## src/rtl/segm_pkg.sv

```systemverilog
package segm_pkg;

  typedef enum logic [1:0] {
    KIND_HALF  = 2'd0,
    KIND_WORD  = 2'd1,
    KIND_BURST = 2'd2
  } seg_kind_e;

  function automatic logic [2:0] cmd_code(input seg_kind_e kind, input logic wr);
    return {kind, wr};
  endfunction

endpackage

```

## src/rtl/segm_req_check.sv

```systemverilog
module segm_req_check #(
  parameter int ADDR_W = 32,
  parameter int LEN_W  = 16,
  localparam int REM_W = LEN_W + 1
) (
  input  logic [ADDR_W-1:0] addr,
  input  logic [LEN_W-1:0]  len,
  input  logic              wr,
  output logic              bad,
  output logic [REM_W-1:0]  total
);

  always_comb begin
    bad   = addr[0] | (len[0] & ~wr);
    total = REM_W'(len) + REM_W'(len[0] & wr);
  end

endmodule

```

## src/rtl/segm_pick.sv

```systemverilog
module segm_pick
  import segm_pkg::*;
#(
  parameter int REM_W     = 17,
  parameter int BURST_MAX = 240,
  localparam int SEG_W    = $clog2(BURST_MAX + 1)
) (
  input  logic [2:0]       align,
  input  logic [REM_W-1:0] rem,
  output seg_kind_e        kind,
  output logic [SEG_W-1:0] len
);

  localparam logic [REM_W-1:0] CAP = REM_W'(BURST_MAX);

  logic [REM_W-1:0] floor8;

  always_comb begin
    floor8 = {rem[REM_W-1:3], 3'b000};
    if (align == 3'd2 || align == 3'd6 || rem == REM_W'(2)) begin
      kind = KIND_HALF;
      len  = SEG_W'(2);
    end else if (align == 3'd4 || rem <= REM_W'(6)) begin
      kind = KIND_WORD;
      len  = SEG_W'(4);
    end else begin
      kind = KIND_BURST;
      len  = (floor8 > CAP) ? SEG_W'(BURST_MAX) : SEG_W'(floor8);
    end
  end

endmodule

```

## src/rtl/xfer_segmenter.sv

```systemverilog
module xfer_segmenter
  import segm_pkg::*;
#(
  parameter int ADDR_W    = 32,
  parameter int LEN_W     = 16,
  parameter int BURST_MAX = 240,
  localparam int REM_W    = LEN_W + 1,
  localparam int SEG_W    = $clog2(BURST_MAX + 1)
) (
  input  logic              clk,
  input  logic              rst,
  input  logic              req_valid,
  output logic              req_ready,
  input  logic [ADDR_W-1:0] req_addr,
  input  logic [LEN_W-1:0]  req_len,
  input  logic              req_write,
  output logic              seg_valid,
  input  logic              seg_ready,
  output logic [2:0]        seg_cmd,
  output logic [ADDR_W-1:0] seg_addr,
  output logic [SEG_W-1:0]  seg_len,
  output logic              seg_done,
  output logic              seg_err
);

  typedef enum logic {ST_IDLE, ST_RUN} state_e;

  state_e            state;
  logic [ADDR_W-1:0] cur_addr;
  logic [REM_W-1:0]  rem;
  logic              wr_q;

  logic              req_bad;
  logic [REM_W-1:0]  req_total;
  seg_kind_e         pick_kind;
  logic [SEG_W-1:0]  pick_len;
  logic              advance;

  segm_req_check #(.ADDR_W(ADDR_W), .LEN_W(LEN_W)) u_check (
    .addr  (req_addr),
    .len   (req_len),
    .wr    (req_write),
    .bad   (req_bad),
    .total (req_total)
  );

  segm_pick #(.REM_W(REM_W), .BURST_MAX(BURST_MAX)) u_pick (
    .align (cur_addr[2:0]),
    .rem   (rem),
    .kind  (pick_kind),
    .len   (pick_len)
  );

  assign req_ready = (state == ST_IDLE);
  assign advance   = !seg_valid || seg_ready;

  always_ff @(posedge clk) begin
    if (rst) begin
      state     <= ST_IDLE;
      cur_addr  <= '0;
      rem       <= '0;
      wr_q      <= 1'b0;
      seg_valid <= 1'b0;
      seg_cmd   <= '0;
      seg_addr  <= '0;
      seg_len   <= '0;
      seg_done  <= 1'b0;
      seg_err   <= 1'b0;
    end else begin
      seg_done <= 1'b0;
      seg_err  <= 1'b0;
      case (state)
        ST_IDLE: begin
          if (req_valid) begin
            if (req_bad) begin
              seg_err <= 1'b1;
            end else begin
              cur_addr <= req_addr;
              rem      <= req_total;
              wr_q     <= req_write;
              state    <= ST_RUN;
            end
          end
        end
        ST_RUN: begin
          if (advance) begin
            if (rem != '0) begin
              seg_valid <= 1'b1;
              seg_cmd   <= cmd_code(pick_kind, wr_q);
              seg_addr  <= cur_addr;
              seg_len   <= pick_len;
              cur_addr  <= cur_addr + ADDR_W'(pick_len);
              rem       <= rem - REM_W'(pick_len);
            end else begin
              seg_valid <= 1'b0;
              seg_done  <= 1'b1;
              state     <= ST_IDLE;
            end
          end
        end
        default: state <= ST_IDLE;
      endcase
    end
  end

  // descriptor frozen under backpressure
  p_hold_r10: assert property (@(posedge clk) disable iff (rst)
    seg_valid && !seg_ready |=> seg_valid && $stable(seg_cmd) && $stable(seg_addr) && $stable(seg_len));

  // 2-byte codes carry length 2 at an even address
  p_half_shape_r2: assert property (@(posedge clk) disable iff (rst)
    seg_valid && seg_cmd[2:1] == 2'd0 |-> seg_len == SEG_W'(2) && !seg_addr[0]);

  // 4-byte codes carry length 4 at a 4-aligned address
  p_word_shape_r3: assert property (@(posedge clk) disable iff (rst)
    seg_valid && seg_cmd[2:1] == 2'd1 |-> seg_len == SEG_W'(4) && seg_addr[1:0] == 2'd0);

  // bursts are 8-aligned, nonzero multiples of 8, within the cap
  p_burst_shape_r4: assert property (@(posedge clk) disable iff (rst)
    seg_valid && seg_cmd[2] |-> seg_addr[2:0] == 3'd0 && seg_len[2:0] == 3'd0
                              && seg_len != '0 && seg_len <= SEG_W'(BURST_MAX));

  // only six command codes exist
  p_code_range_r5: assert property (@(posedge clk) disable iff (rst)
    seg_valid |-> seg_cmd <= 3'd5);

  // done is a single-cycle pulse with no descriptor alongside
  p_done_pulse_r9: assert property (@(posedge clk) disable iff (rst)
    seg_done |-> !seg_valid ##1 !seg_done);

  // a rejection leaves the block idle with nothing presented
  p_err_idle_r7: assert property (@(posedge clk) disable iff (rst)
    seg_err |-> req_ready && !seg_valid);

  // no descriptor appears while idle
  p_idle_quiet_r11: assert property (@(posedge clk) disable iff (rst)
    req_ready |-> !seg_valid);

endmodule

```

## config.mk

```make
export PLATFORM = sky130hd
export DESIGN_NAME = xfer_segmenter
export DESIGN_NICKNAME = d
export VERILOG_FILES = /design/src/rtl/segm_pkg.sv /design/src/rtl/segm_req_check.sv /design/src/rtl/segm_pick.sv /design/src/rtl/xfer_segmenter.sv
export SDC_FILE = /design/constraint.sdc
export NUM_CORES = 1
export LEC_CHECK = 0
export BUFFER_PORTS_ARGS = -buffer_cell sky130_fd_sc_hd__buf_2
export CORE_MARGIN = 2
export CORE_UTILIZATION = 45
export DETAILED_ROUTE_END_ITERATION = 10
export PLACE_DENSITY = 0.67
export SLEW_MARGIN = 5
export SYNTH_ARGS = -nofsm -noshare
export SYNTH_HDL_FRONTEND = slang
export SYNTH_SLANG_ARGS = --single-unit
```

## constraint.sdc

```tcl
create_clock -name clk -period 4.4 [get_ports clk]
set_clock_uncertainty 0.05 [all_clocks]
set_input_delay 0.22 -clock clk [delete_from_list [all_inputs] [get_ports clk]]
set_output_delay 0.22 -clock clk [all_outputs]
set_load 0.005 [all_outputs]
```

# == Word-level counts from Yosys, hierarchy flattened ==
# Cells that the tools add are included.
# word_totals
register_bits,97
in_bits,53
out_inout_bits,47
wordCells,65
# op_classes
add_sub_neg,3
n_lt_le_gt_ge,2
eq_ne,8
mux,22
n_bitwise,8
n_reduce_logical,12
# op_table
op,count
2-to-1 mux 32 bit,4
2-to-1 mux 17 bit,4
one-hot mux 32 bit (2 select lines),1
one-hot mux 17 bit (2 select lines),1
adder 32 x 8 -> 32 bit,1
2-to-1 mux 8 bit,3
adder 16 x 17 -> 17 bit,1
"equality test 17 x 2 -> 1 bit, second input constant",1
"greater-than comparator 17 x 8 -> 1 bit, second input constant",1
"less-or-equal comparator 17 x 3 -> 1 bit, second input constant",1
nonzero test 17 bit,1
subtractor 17 x 8 -> 17 bit,1
"equality test 3 bit, second input constant",2
2-to-1 mux 1 bit,6
AND reduction 3 bit,2
OR reduction 3 bit,2
inverter 1 bit,5
logical OR 1 bit,4
2-to-1 mux 2 bit,2
"inequality test 2 x 1 -> 1 bit, second input constant",2
"inequality test 2 bit, second input constant",2
AND reduction 4 bit,1
"equality test 3 x 2 -> 1 bit, second input constant",1
AND 1 bit,2
other kinds (4),4

# == Longest topological paths before layout ==
# Gate-level depths: netlist of the first run.
# logic_depth
ltp_word,8
ltp_mapped,13
mapped_depth_nobuf,13

# == Modules after synthesis ==
# A second synthesis of the first run with hierarchy kept.
# unflattened
cells_unflattened,771
area_unflattened_um2,5898.2
# modules_own_cells
mod,n_inst,cells_per_inst,area_each_um2
xfer_segmenter,1,694,5410.2
segm_req_check,1,44,310.3
segm_pick,1,33,177.7

# == Worst setup path before layout of the first run ==
# Ideal clock, no wire load.
# synth_timing
path_type,register to register
from,register rem[8]
to,register cur_addr[19]
setup_ps,134
arrival_time_ps,3208
required_time_ps,4216
setup_slack_ps,1008
path_stages_with_launch,14
n_path_buf,0
period_less_slack_ps,3392
cell_sequence,dfxtp_1 nor4_4 nand2_2 nor2_1 a31oi_1 a32oi_1 inv_1 fa_1 a211oi_1 nor3_1 o21ai_1 nor2_1 o311ai_0 a31oi_1
# synth_via
elab_chain_len,8
elab_cells_between_ends,15
cone_classes,1 x add/sub; 2 x order compare; 2 x eq/ne; 6 x mux; 4 x reduce/logical
# synth_rtl
element,line_no,text
start: declaration,xfer_segmenter.sv:30,logic [REM_W-1:0] rem;
start signal: assignment,xfer_segmenter.sv:79,rem <= req_total;
start signal: assignment,xfer_segmenter.sv:93,rem <= rem - REM_W'(pick_len);
greater-than comparator 17 x 8 -> 1 bit / less-or-equal comparator 17 x 3 -> 1 bit (equally long branches),"segm_pick.sv:28, segm_pick.sv:23",
2-to-1 mux 8 bit / logical OR 1 bit (equally long branches),"segm_pick.sv:28, segm_pick.sv:23",
2-to-1 mux 8 bit,segm_pick.sv:23,end else if (align == 3'd4 || rem <= REM_W'(6)) begin
2-to-1 mux 8 bit,segm_pick.sv:20,if (align == 3'd2 || align == 3'd6 || rem == REM_W'(2)) begin
adder 32 x 8 -> 32 bit,xfer_segmenter.sv:92,cur_addr <= cur_addr + ADDR_W'(pick_len);
2-to-1 mux 32 bit,xfer_segmenter.sv:87,if (rem != '0) begin
2-to-1 mux 32 bit,xfer_segmenter.sv:86,if (advance) begin
one-hot mux 32 bit (2 select lines),xfer_segmenter.sv:72,case (state)
end signal: assignment,xfer_segmenter.sv:78,cur_addr <= req_addr;
end signal: assignment,xfer_segmenter.sv:92,
end: declaration,xfer_segmenter.sv:29,logic [ADDR_W-1:0] cur_addr;
# Several ways; a longest one is shown, not always the timed one. The select of a mux whose other input is x is not followed.
# A chain may end at the register's enable or synchronous reset.

# == Final worst setup path of the first run ==
# layout_timing
from,register rem[8]
to,register cur_addr[14]
# The elaborated chain is that of the path after synthesis.

==> results.sh, run 1 <==
export IMPL_cp_arrival_ns=4.11
export IMPL_antenna_found_initial=0
export IMPL_drt_iter0_drc=397
export IMPL_rr_worst_depth=13
export IMPL_gr_usage_all_layers_pct=23.6
export IMPL_crit_fanout=7
export IMPL_outcome="finished, violations left"
export IMPL_clock_latency_ns=0.34
export IMPL_wirelength_microns=14800
export IMPL_ys_types=68
export IMPL_whs_endpoint="cur_addr[9]"
export IMPL_grt_overflow=0
export IMPL_cts_tree="yes"
export IMPL_nets=832
export IMPL_max_clock_freq_ghz=0.252
export IMPL_diodes=0
export IMPL_synth_enable_flop_cells=0
export IMPL_r2r_start="rem[8]"
export IMPL_worst_pin_slew_ns=1.07
export IMPL_cp_slowest_stage_delay_ns=0.49
export IMPL_initial_core_util_pct=46.4
export IMPL_cts_made_buffers=9
export IMPL_setup_worst_path_start_class="flip-flop"
export IMPL_ys_ff_latch=95
export IMPL_violations="DRC"
export IMPL_boundaryPins=100
export IMPL_slowest_stage="nor4_4"
export IMPL_rsz0062_at_grt="no"
export IMPL_p_leak_nw=2.42
export IMPL_yosysWarnings=0
export IMPL_port_buffers=98
export IMPL_clk_path_buf_depth=2
export IMPL_fin_area_sq_mm=0.00614
export IMPL_p_per_area_mw_per_mm2=425
export IMPL_slew_viol_final=0
export IMPL_htreeDepth=3
export IMPL_layout_min_cycle_time_ns=3.97
export IMPL_vias=5370
export IMPL_wire_per_inst_microns=16.3
export IMPL_crit_type="flip-flop to flip-flop"
export IMPL_synth_cells=687
export IMPL_ctsRootBufferMaster="clkbuf_16"
export IMPL_clk_pin_slew_ns=0.07
export IMPL_drive_above_1_share_pct=17.9
export IMPL_hp_start="req_addr[9]"
export IMPL_cap_violations=0
export IMPL_first_global_vias=5153
export IMPL_worstSetupEndpointType="flip-flop"
export IMPL_drt_first_pass_iters=8
export IMPL_clock_sinks=95
export IMPL_dpl_cell_area_sq_mm=0.00586
export IMPL_fin_setup_tns_ns=0
export IMPL_core_area_sq_mm=0.0115
export IMPL_ant_nets=0
export IMPL_grt_max_degree=88
export IMPL_row_count=39
export IMPL_die_h_microns=113
export IMPL_area_growth_pct=14.8
export IMPL_die_area_sq_mm=0.0128
export IMPL_period_share_pct=90.2
export IMPL_async_flop_share_pct=0
export IMPL_grt_first_pass_wirelength_microns=24800
export IMPL_die_w_microns=113
export IMPL_via_per_inst=5.90
export IMPL_reg2reg_slack_ns=0.43
export IMPL_hold_path_class="input port to flip-flop"
export IMPL_fill_cells=1131
export IMPL_vdd_drop_max_v=0.000196
export IMPL_slew_headroom_pct=28.8
export IMPL_numPlacedInstances=894
export IMPL_syn_num_nets=757
export IMPL_cts_hold_buf=0
export IMPL_reg2reg_to="cur_addr[14]"
export IMPL_path_cells="nor4_4, nand2_2, nor2_1, a31oi_1, a32oi_1, inv_1, ha_1, a211oi_1, o21ai_0, and2_0, a31o_2, a21oi_1, a2111oi_2"
export IMPL_hold_violations=0
export IMPL_syn_area_per_cell_sq_um=7.79
export IMPL_synth_main_ff_cell="dfxtp_1"
export IMPL_place_hpwl_microns=10300
export IMPL_syn_cell_area_sq_mm=0.00535
export IMPL_gp_congestion=0.890
export IMPL_setup_violations=0
export IMPL_ys_seq_area_share_pct=35.6
export IMPL_final_cell_count_no_fill=910
export IMPL_post_route_drc_count=6
export IMPL_required_ns=4.54
export IMPL_whs_path_depth=3
==> where the power goes <==
group / total (W) / switching [W] / leakage, nW / internal [W]
clock: 0.000736 / 0.000341 / 0.138 / 0.000396
combinational: 0.000874 / 0.000536 / 1.51 / 0.000337
sequential: 0.00100 / 0.0000741 / 0.773 / 0.000928
==> layer usage <==
layer	share of wire [%]	global-route usage (%)	up-vias
li1	-	-	2655
met1	45	30.5	2499
met2	46	38.9	184
met3	6.0	4.39	32
met4	2.8	9.76	0
met5	0	0	-
==> per-stage QoR <==
stage          utilization (%)  total power, W  hold WS (ns)  worst slack [ns]
6_report                  53.3         0.00261        0.0697             0.432
5_1_grt                   53.3         0.00277        0.0883            0.0515
4_1_cts                   53.3         0.00261        0.0648             0.421
3_5_place_dp              50.9         0.00188         0.395             0.447
3_3_place_gp              50.9         0.00186         0.390             0.659
2_1_floorplan                -         0.00166         0.296              1.01
==> state kept, by name, indices dropped and copies added (netlist names) <==
| register | flops |
|---|---|
| state | 1 |
| seg_cmd | 3 |
| rem | 17 |
| seg_err | 1 |
| seg_done | 1 |
| wr_q | 1 |
| cur_addr | 32 |
| seg_addr | 32 |
| seg_valid | 1 |
| seg_len | 6 |
==> cell usage after synthesis, types with 4 or more instances <==
library cell	count	area share [%]
and3_1	11	1.3
o211ai_1	5	0.70
a2111oi_2	4	1.1
or3_1	8	0.94
a211oi_1	9	1.3
xor2_1	8	1.3
o21ai_0	25	2.3
o311ai_0	4	0.65
nor2b_1	7	0.82
dfxtp_1	95	36
nor3_1	20	1.9
a21o_1	4	0.56
nor4_1	12	1.4
nand2_1	127	8.9
clkbuf_1	21	1.5
o221ai_1	5	0.82
mux2i_1	7	1.3
o31a_1	5	0.82
nor2_1	50	3.5
ha_1	15	3.5
buf_4	8	1.1
inv_1	22	1.5
nand4_1	11	1.3
buf_2	6	0.56
nand3_1	23	2.2
xnor2_1	10	1.6
a31oi_1	11	1.3
o21a_1	10	1.4
a21oi_1	73	6.8
o22ai_1	4	0.47
==> worst max-delay path: cells and delay by family (launching register included) <==
| kind | cells | cell delay (ns) |
|---|---|---|
| simple gates | 4 | 1.27 |
| compound gates | 7 | 1.62 |
| buf+inv | 1 | 0.17 |
| fa+ha+maj | 1 | 0.32 |
| flops | 1 | 0.39 |
==> worst max-delay path by stage <==
| stage | from | endpoint | slack [ns] | cells after the start |
|---|---|---|---|---|
| 2_1_floorplan | rem[8] | cur_addr[19] | 1.01 | 13 |
| 3_3_place_gp | rem[8] | cur_addr[19] | 0.66 | 13 |
| 4_1_cts | rem[8] | cur_addr[19] | 0.42 | 13 |
| 6_report | rem[8] | cur_addr[14] | 0.43 | 13 |
| 5_1_grt | rem[8] | cur_addr[12] | 0.05 | 13 |
| 3_5_place_dp | rem[8] | cur_addr[19] | 0.45 | 13 |
==> cells by family (layout without fill, tap and decap cells) <==
| family | after synthesis | after routing | synth area share [%] |
|---|---|---|---|
| mux | 9 | 9 | 1.73 |
| simple gates | 286 | 286 | 25.0 |
| xor+xnor | 18 | 18 | 2.95 |
| buf+inv | 62 | 142 | 5.47 |
| other cells | 1 | 1 | 0.0701 |
| compound gates | 199 | 199 | 25.0 |
| flops | 95 | 95 | 35.6 |
| fa+ha+maj | 17 | 17 | 4.26 |
==> layout by cell type, fill, tap and decap left out, types with 5 or more instances in the layout <==
| cell | synthesis | routed |
|---|---|---|
| nor4_1 | 12 | 12 |
| dfxtp_1 | 95 | 95 |
| inv_1 | 22 | 22 |
| nand2_1 | 127 | 127 |
| nor2b_1 | 7 | 7 |
| o221ai_1 | 5 | 5 |
| a31oi_1 | 11 | 11 |
| nand4_1 | 11 | 11 |
| buf_4 | 8 | 6 |
| o211ai_1 | 5 | 5 |
| xor2_1 | 8 | 8 |
| nand3_1 | 23 | 23 |
| nor3_1 | 20 | 20 |
| a21oi_1 | 73 | 73 |
| clkbuf_16 | 0 | 9 |
| ha_1 | 15 | 15 |
| or3_1 | 8 | 8 |
| xnor2_1 | 10 | 10 |
| mux2i_1 | 7 | 7 |
| o21a_1 | 10 | 10 |
| a211oi_1 | 9 | 9 |
| buf_2 | 6 | 98 |
| and3_1 | 11 | 11 |
| nor2_1 | 50 | 50 |
| o21ai_0 | 25 | 25 |
==> what timing repair did <==
item,in CTS,in global routing
endpoints found under the setup margin,0,1
buffers inserted,0,0
gates resized for setup,0,1
==> layout make-up <==
class	instances	area (sq um)	area share, %
clock buffer	10	239	3.89
tap	143	179	2.91
multi-input combinational	530	3170	51.6
sequential	95	1900	31.0
timing repair buffer	104	536	8.72
clock inverter	6	36.3	0.591
inverter	22	82.6	1.34
(Power assumes the default switching activity.)
==> inputs of run 2 (changes only) <==
- CORE_UTILIZATION: 45 -> 55
- PLACE_DENSITY: 0.67 -> 0.79
==> run 2 against run 1 <==
The flow now finishes without violations. Maximum frequency is 2.2% lower. First-iteration DRC count fell by 0.50%. Total power shrank 6.9%. Worst hold slack worse by 0.032 ns. Combinational power rose by 1%. Register-to-register slack got worse by 0.09 ns. Critical path type unchanged.
==> results.sh, run 2 (synthesized netlist as in run 1, its figures left out) <==
export IMPL_drt_first_pass_iters=5
export IMPL_antenna_found_initial=0
export IMPL_cts_made_buffers=9
export IMPL_required_ns=4.57
export IMPL_slew_viol_final=0
export IMPL_vias=5445
export IMPL_p_leak_nw=2.37
export IMPL_cts_hold_buf=0
export IMPL_reg2reg_to="cur_addr[19]"
export IMPL_first_global_vias=5070
export IMPL_whs_path_depth=3
export IMPL_grt_first_pass_wirelength_microns=24000
export IMPL_drt_iter0_drc=395
export IMPL_core_area_sq_mm=0.00933
export IMPL_diodes=0
export IMPL_wirelength_microns=14700
export IMPL_ant_nets=0
export IMPL_place_hpwl_microns=10200
export IMPL_worstSetupEndpointType="flip-flop"
export IMPL_p_per_area_mw_per_mm2=403
export IMPL_ctsRootBufferMaster="clkbuf_8"
export IMPL_hp_start="req_valid"
export IMPL_gp_congestion=0.927
export IMPL_nets=833
export IMPL_biggestRegsByFlops="cur_addr x32, seg_addr x32, rem x17"
export IMPL_fill_cells=847
export IMPL_r2r_start="rem[8]"
export IMPL_setup_worst_path_start_class="flip-flop"
export IMPL_cts_setup_buffers=0
export IMPL_die_area_sq_mm=0.0105
export IMPL_rsz0062_at_grt="no"
export IMPL_reg2reg_slack_ns=0.34
export IMPL_worst_pin_slew_ns=0.956
export IMPL_cts_resized_gates=0
export IMPL_cp_arrival_ns=4.23
export IMPL_hold_path_class="input port to flip-flop"
export IMPL_rr_worst_depth=13
export IMPL_boundaryPins=100
export IMPL_via_per_inst=6.07
export IMPL_max_clock_freq_ghz=0.247
export IMPL_clock_sinks=95
export IMPL_crit_type="flip-flop to flip-flop"
export IMPL_area_growth_pct=12.8
export IMPL_grt_overflow=0
export IMPL_initial_core_util_pct=57.3
export IMPL_setup_violations=0
export IMPL_post_route_drc_count=0
export IMPL_row_count=35
export IMPL_wire_per_inst_microns=16.4
export IMPL_grt_max_degree=88
export IMPL_clk_pin_slew_ns=0.10
export IMPL_final_common_cell="nand2_1"
export IMPL_fin_hold_ws_ns=0.0377
export IMPL_layout_common_cells="127 x nand2_1, 98 x buf_2, 95 x dfxtp_1, 73 x a21oi_1, 50 x nor2_1"
export IMPL_vdd_drop_max_v=0.000273
export IMPL_clk_path_buf_depth=2
export IMPL_die_w_microns=103
export IMPL_clock_latency_ns=0.36
export IMPL_whs_endpoint="seg_err"
export IMPL_layout_min_cycle_time_ns=4.06
export IMPL_period_share_pct=92.2
export IMPL_cap_violations=0
export IMPL_hold_violations=0
export IMPL_port_buffers=98
export IMPL_slew_headroom_pct=36.3
export IMPL_gr_usage_all_layers_pct=28.5
export IMPL_htreeDepth=3
export IMPL_cts_tree="yes"
export IMPL_outcome="finished clean"
export IMPL_die_h_microns=103
export IMPL_total_power_w=0.00243
export IMPL_fin_setup_tns_ns=0
export IMPL_crit_fanout=7
export IMPL_final_util_pct=64.7
export IMPL_drive_above_1_share_pct=17.8
==> run 2: worst max path at each step <==
stage / from / to / slack (ns)
6_report: rem[8] / cur_addr[19] / 0.34
5_1_grt: rem[8] / cur_addr[19] / 0.08
4_1_cts: rem[8] / cur_addr[19] / 0.42
3_5_place_dp: rem[8] / cur_addr[19] / 0.45
3_3_place_gp: rem[8] / cur_addr[19] / 0.59
2_1_floorplan: rem[8] / cur_addr[19] / 1.01
==> run 2: through the flow <==
stage                     setup WS [ns]  std cells  instance area, sq um
after floorplan                    1.01        687                  5350
after global placement            0.587        881                  5850
after detailed placement          0.450        881                  5850
after CTS                         0.415        897                  6030
after global routing             0.0789        897                  6030
final                             0.343        897                  6030
==> run 2: worst max-delay path, cell delays in order, from the launching register on <==
cell,delay [ns]
dfxtp_1,0.40
nor4_4,0.51
nand2_2,0.17
nor2_1,0.27
a31oi_1,0.18
a32oi_1,0.33
inv_1,0.17
fa_1,0.47
a211oi_1,0.29
nor3_1,0.17
o21ai_1,0.44
nor2_1,0.11
o311ai_0,0.31
a31oi_1,0.07
==> run 2: area by class of cell <==
class                   count  area, sq um  share of cell area, %
repair buffers            105          543                   9.00
inverters                  22         82.6                   1.37
clock inverters             6         42.5                  0.705
multi-input cells         530         3160                   52.4
flip-flops and latches     95         1900                   31.5
clock buffers              10          138                   2.28
well taps                 129          161                   2.68
==> run 2: layer usage <==
layer | up-vias | wire length (microns) | track usage [%]
li1 | 2639 | - | -
met1 | 2560 | 6470 | 38.1
met2 | 225 | 6900 | 47.7
met3 | 21 | 1120 | 4.47
met4 | 0 | 236 | 8.31
met5 | - | 0 | 0
==> run 2: where the power goes <==
part           total (W)  internal (W)  switching [W]
logic           0.000885      0.000338       0.000547
clock network   0.000546      0.000223       0.000323
registers        0.00100      0.000927      0.0000728
==> inputs of run 3 (changes only) <==
- CORE_UTILIZATION: 55 -> 51
- PLACE_DENSITY: 0.79 -> 0.77
- clock period: 4.4 -> 3.7 ns (I/O delays scaled with it)
==> run 3 against run 2 <==
Final cell count increased by 1.8%. Setup slack got worse by 0.22 ns. Wire length increased by 3.7%. Combinational power rose by 28%. First-iteration DRC count down 24%. Die area up 7.5%. Critical endpoint is now cur_addr[26].
==> results.sh, run 3 (synthesized netlist as in run 1, its figures left out) <==
export IMPL_switching_share_pct=38.4
export IMPL_hold_path_class="input port to flip-flop"
export IMPL_antenna_found_initial=0
export IMPL_p_leak_nw=2.44
export IMPL_cts_tree="yes"
export IMPL_r2r_start="rem[11]"
export IMPL_cp_arrival_ns=3.81
export IMPL_fin_setup_tns_ns=0
export IMPL_ant_nets=0
export IMPL_pre_cts_ws_ns=-0.0132
export IMPL_p_per_area_mw_per_mm2=489
export IMPL_drt_iter0_drc=299
export IMPL_grt_overflow=0
export IMPL_die_h_microns=106
export IMPL_outcome="finished clean"
export IMPL_hp_start="req_addr[9]"
export IMPL_wire_per_inst_microns=16.7
export IMPL_max_clock_freq_ghz=0.280
export IMPL_power_frac_clock_pct=23.2
export IMPL_layout_min_cycle_time_ns=3.57
export IMPL_ff_latch_area_sq_mm=0.00190
export IMPL_seqPwrFrac_pct=39.4
export IMPL_internal_power_w=0.00187
export IMPL_gp_congestion=0.884
export IMPL_gr_usage_all_layers_pct=26.9
export IMPL_drt_first_pass_iters=5
export IMPL_diodes=0
export IMPL_rr_worst_depth=13
export IMPL_clock_sinks=95
export IMPL_boundaryPins=100
export IMPL_required_ns=3.94
export IMPL_period_share_pct=96.5
export IMPL_port_buffers=98
export IMPL_die_w_microns=106
export IMPL_grt_max_degree=66
export IMPL_core_area_sq_mm=0.0102
export IMPL_hold_violations=0
export IMPL_vias=5540
export IMPL_whs_path_depth=3
export IMPL_total_power_w=0.00303
export IMPL_reg2reg_slack_ns=0.13
export IMPL_cts_made_buffers=9
export IMPL_clk_pin_slew_ns=0.10
export IMPL_slew_viol_final=0
export IMPL_final_common_cell="nand2_1"
export IMPL_reg2reg_to="cur_addr[26]"
export IMPL_grt_first_pass_wirelength_microns=24700
export IMPL_wirelength_microns=15300
export IMPL_layout_common_cells="127 x nand2_1, 98 x buf_2, 95 x dfxtp_1, 73 x a21oi_1, 48 x nor2_1"
export IMPL_worst_pin_slew_ns=0.880
export IMPL_whs_endpoint="cur_addr[9]"
export IMPL_slew_headroom_pct=41.3
export IMPL_first_global_vias=5193
export IMPL_clock_latency_ns=0.37
export IMPL_via_per_inst=6.07
export IMPL_clk_path_buf_depth=2
export IMPL_multiInputGateArea_sq_mm=0.00323
export IMPL_drive_above_1_share_pct=20.3
export IMPL_initial_core_util_pct=52.3
export IMPL_setup_worst_path_start_class="flip-flop"
export IMPL_area_growth_pct=15.9
export IMPL_row_count=37
export IMPL_biggestRegsByFlops="cur_addr x32, seg_addr x32, rem x17"
export IMPL_setup_ws_ns=0.128
export IMPL_die_area_sq_mm=0.0113
export IMPL_ctsRootBufferMaster="clkbuf_8"
export IMPL_power_switching_w=0.00116
export IMPL_vdd_drop_max_v=0.000237
export IMPL_p_comb_share_pct=37.4
export IMPL_fill_cells=918
export IMPL_post_route_drc_count=0
export IMPL_crit_fanout=6
export IMPL_cap_violations=0
export IMPL_nets=842
export IMPL_final_util_pct=60.6
export IMPL_htreeDepth=3
export IMPL_setup_violations=0
export IMPL_place_hpwl_microns=10700
export IMPL_crit_type="flip-flop to flip-flop"
export IMPL_worstSetupEndpointType="flip-flop"
-- run 3: cell count changes in the layout (fill, tap and decap cells not counted), moves of 2 or more --
cell,change
buf_4,+8
clkinv_2,-2
nand3_1,-2
nand3_2,+2
nor2_1,-2
nor2_2,+2
nor3_1,-2
o21ai_0,-2
o21ai_2,+2
-- run 3: layout make-up --
| cell class | count | share of cell area, % |
|---|---|---|
| Sequential cell | 95 | 30.7 |
| Tap cell | 136 | 2.74 |
| Clock inverter | 6 | 1.13 |
| Clock buffer | 10 | 2.06 |
| Inverter | 22 | 1.33 |
| Multi-Input combinational cell | 530 | 52.2 |
| Timing Repair Buffer | 114 | 9.89 |
-- run 3: timing repair --
| item | 4_1_cts | 5_1_grt |
|---|---|---|
| setup endpoints to repair | 6 | 31 |
| endpoints found under the hold margin | 1 | 0 |
| hold buffers | 1 | 0 |
| buffers inserted | 0 | 1 |
| gates resized for setup | 1 | 20 |
| pin swaps | 0 | 4 |
-- run 3: worst max-delay path, stage by stage (launching register included) --
cell and delay (ns):
dfxtp_1 0.36, nor4_4 0.36, buf_4 0.18, nand3_2 0.12, o31a_1 0.37, o21ai_2 0.10, inv_1 0.09, ha_1 0.35
a2111oi_1 0.45, o21ai_1 0.22, and2_2 0.30, nand4_1 0.09, mux2_2 0.33, a31oi_1 0.12
-- run 3: metal layers --
layer  vias up  share of wire [%]  GRT usage, %
met4         0                2.0          9.93
li1       2667                  -             -
met3        37                6.4          3.37
met5         -                  0             0
met2       221                 48          45.7
met1      2615                 43          35.1
-- run 3: metrics by stage --
stage | hold slack, ns | std cells | area (sq um)
finish | 0.0000612 | 913 | 6200
global route | 0.00193 | 913 | 6200
CTS | 0.00354 | 912 | 6130
detailed placement | 0.386 | 895 | 5910
global placement | 0.376 | 895 | 5910
floorplan | 0.261 | 687 | 5350
-- run 3: how the worst max path moves through the flow --
stage / startpoint / end / slack, ns / depth (start not counted)
detailed placement: rem[5] / cur_addr[9] / -0.01 / 13
global placement: rem[3] / cur_addr[14] / 0.14 / 13
global route: rem[11] / cur_addr[26] / -0.03 / 13
CTS: rem[8] / cur_addr[26] / 0.03 / 12
finish: rem[11] / cur_addr[26] / 0.13 / 13
floorplan: rem[8] / cur_addr[19] / 0.31 / 13
-- run 3: power groups by stage --
stage / Clock (W) / Combinational, W / Sequential, W
3_5_place_dp: 0 / 0.00106 / 0.00121
5_1_grt: 0.000747 / 0.00126 / 0.00121
4_1_cts: 0.000705 / 0.00107 / 0.00119
6_report: 0.000702 / 0.00113 / 0.00119
3_3_place_gp: 0 / 0.00103 / 0.00121
2_1_floorplan: 0 / 0.000786 / 0.00119
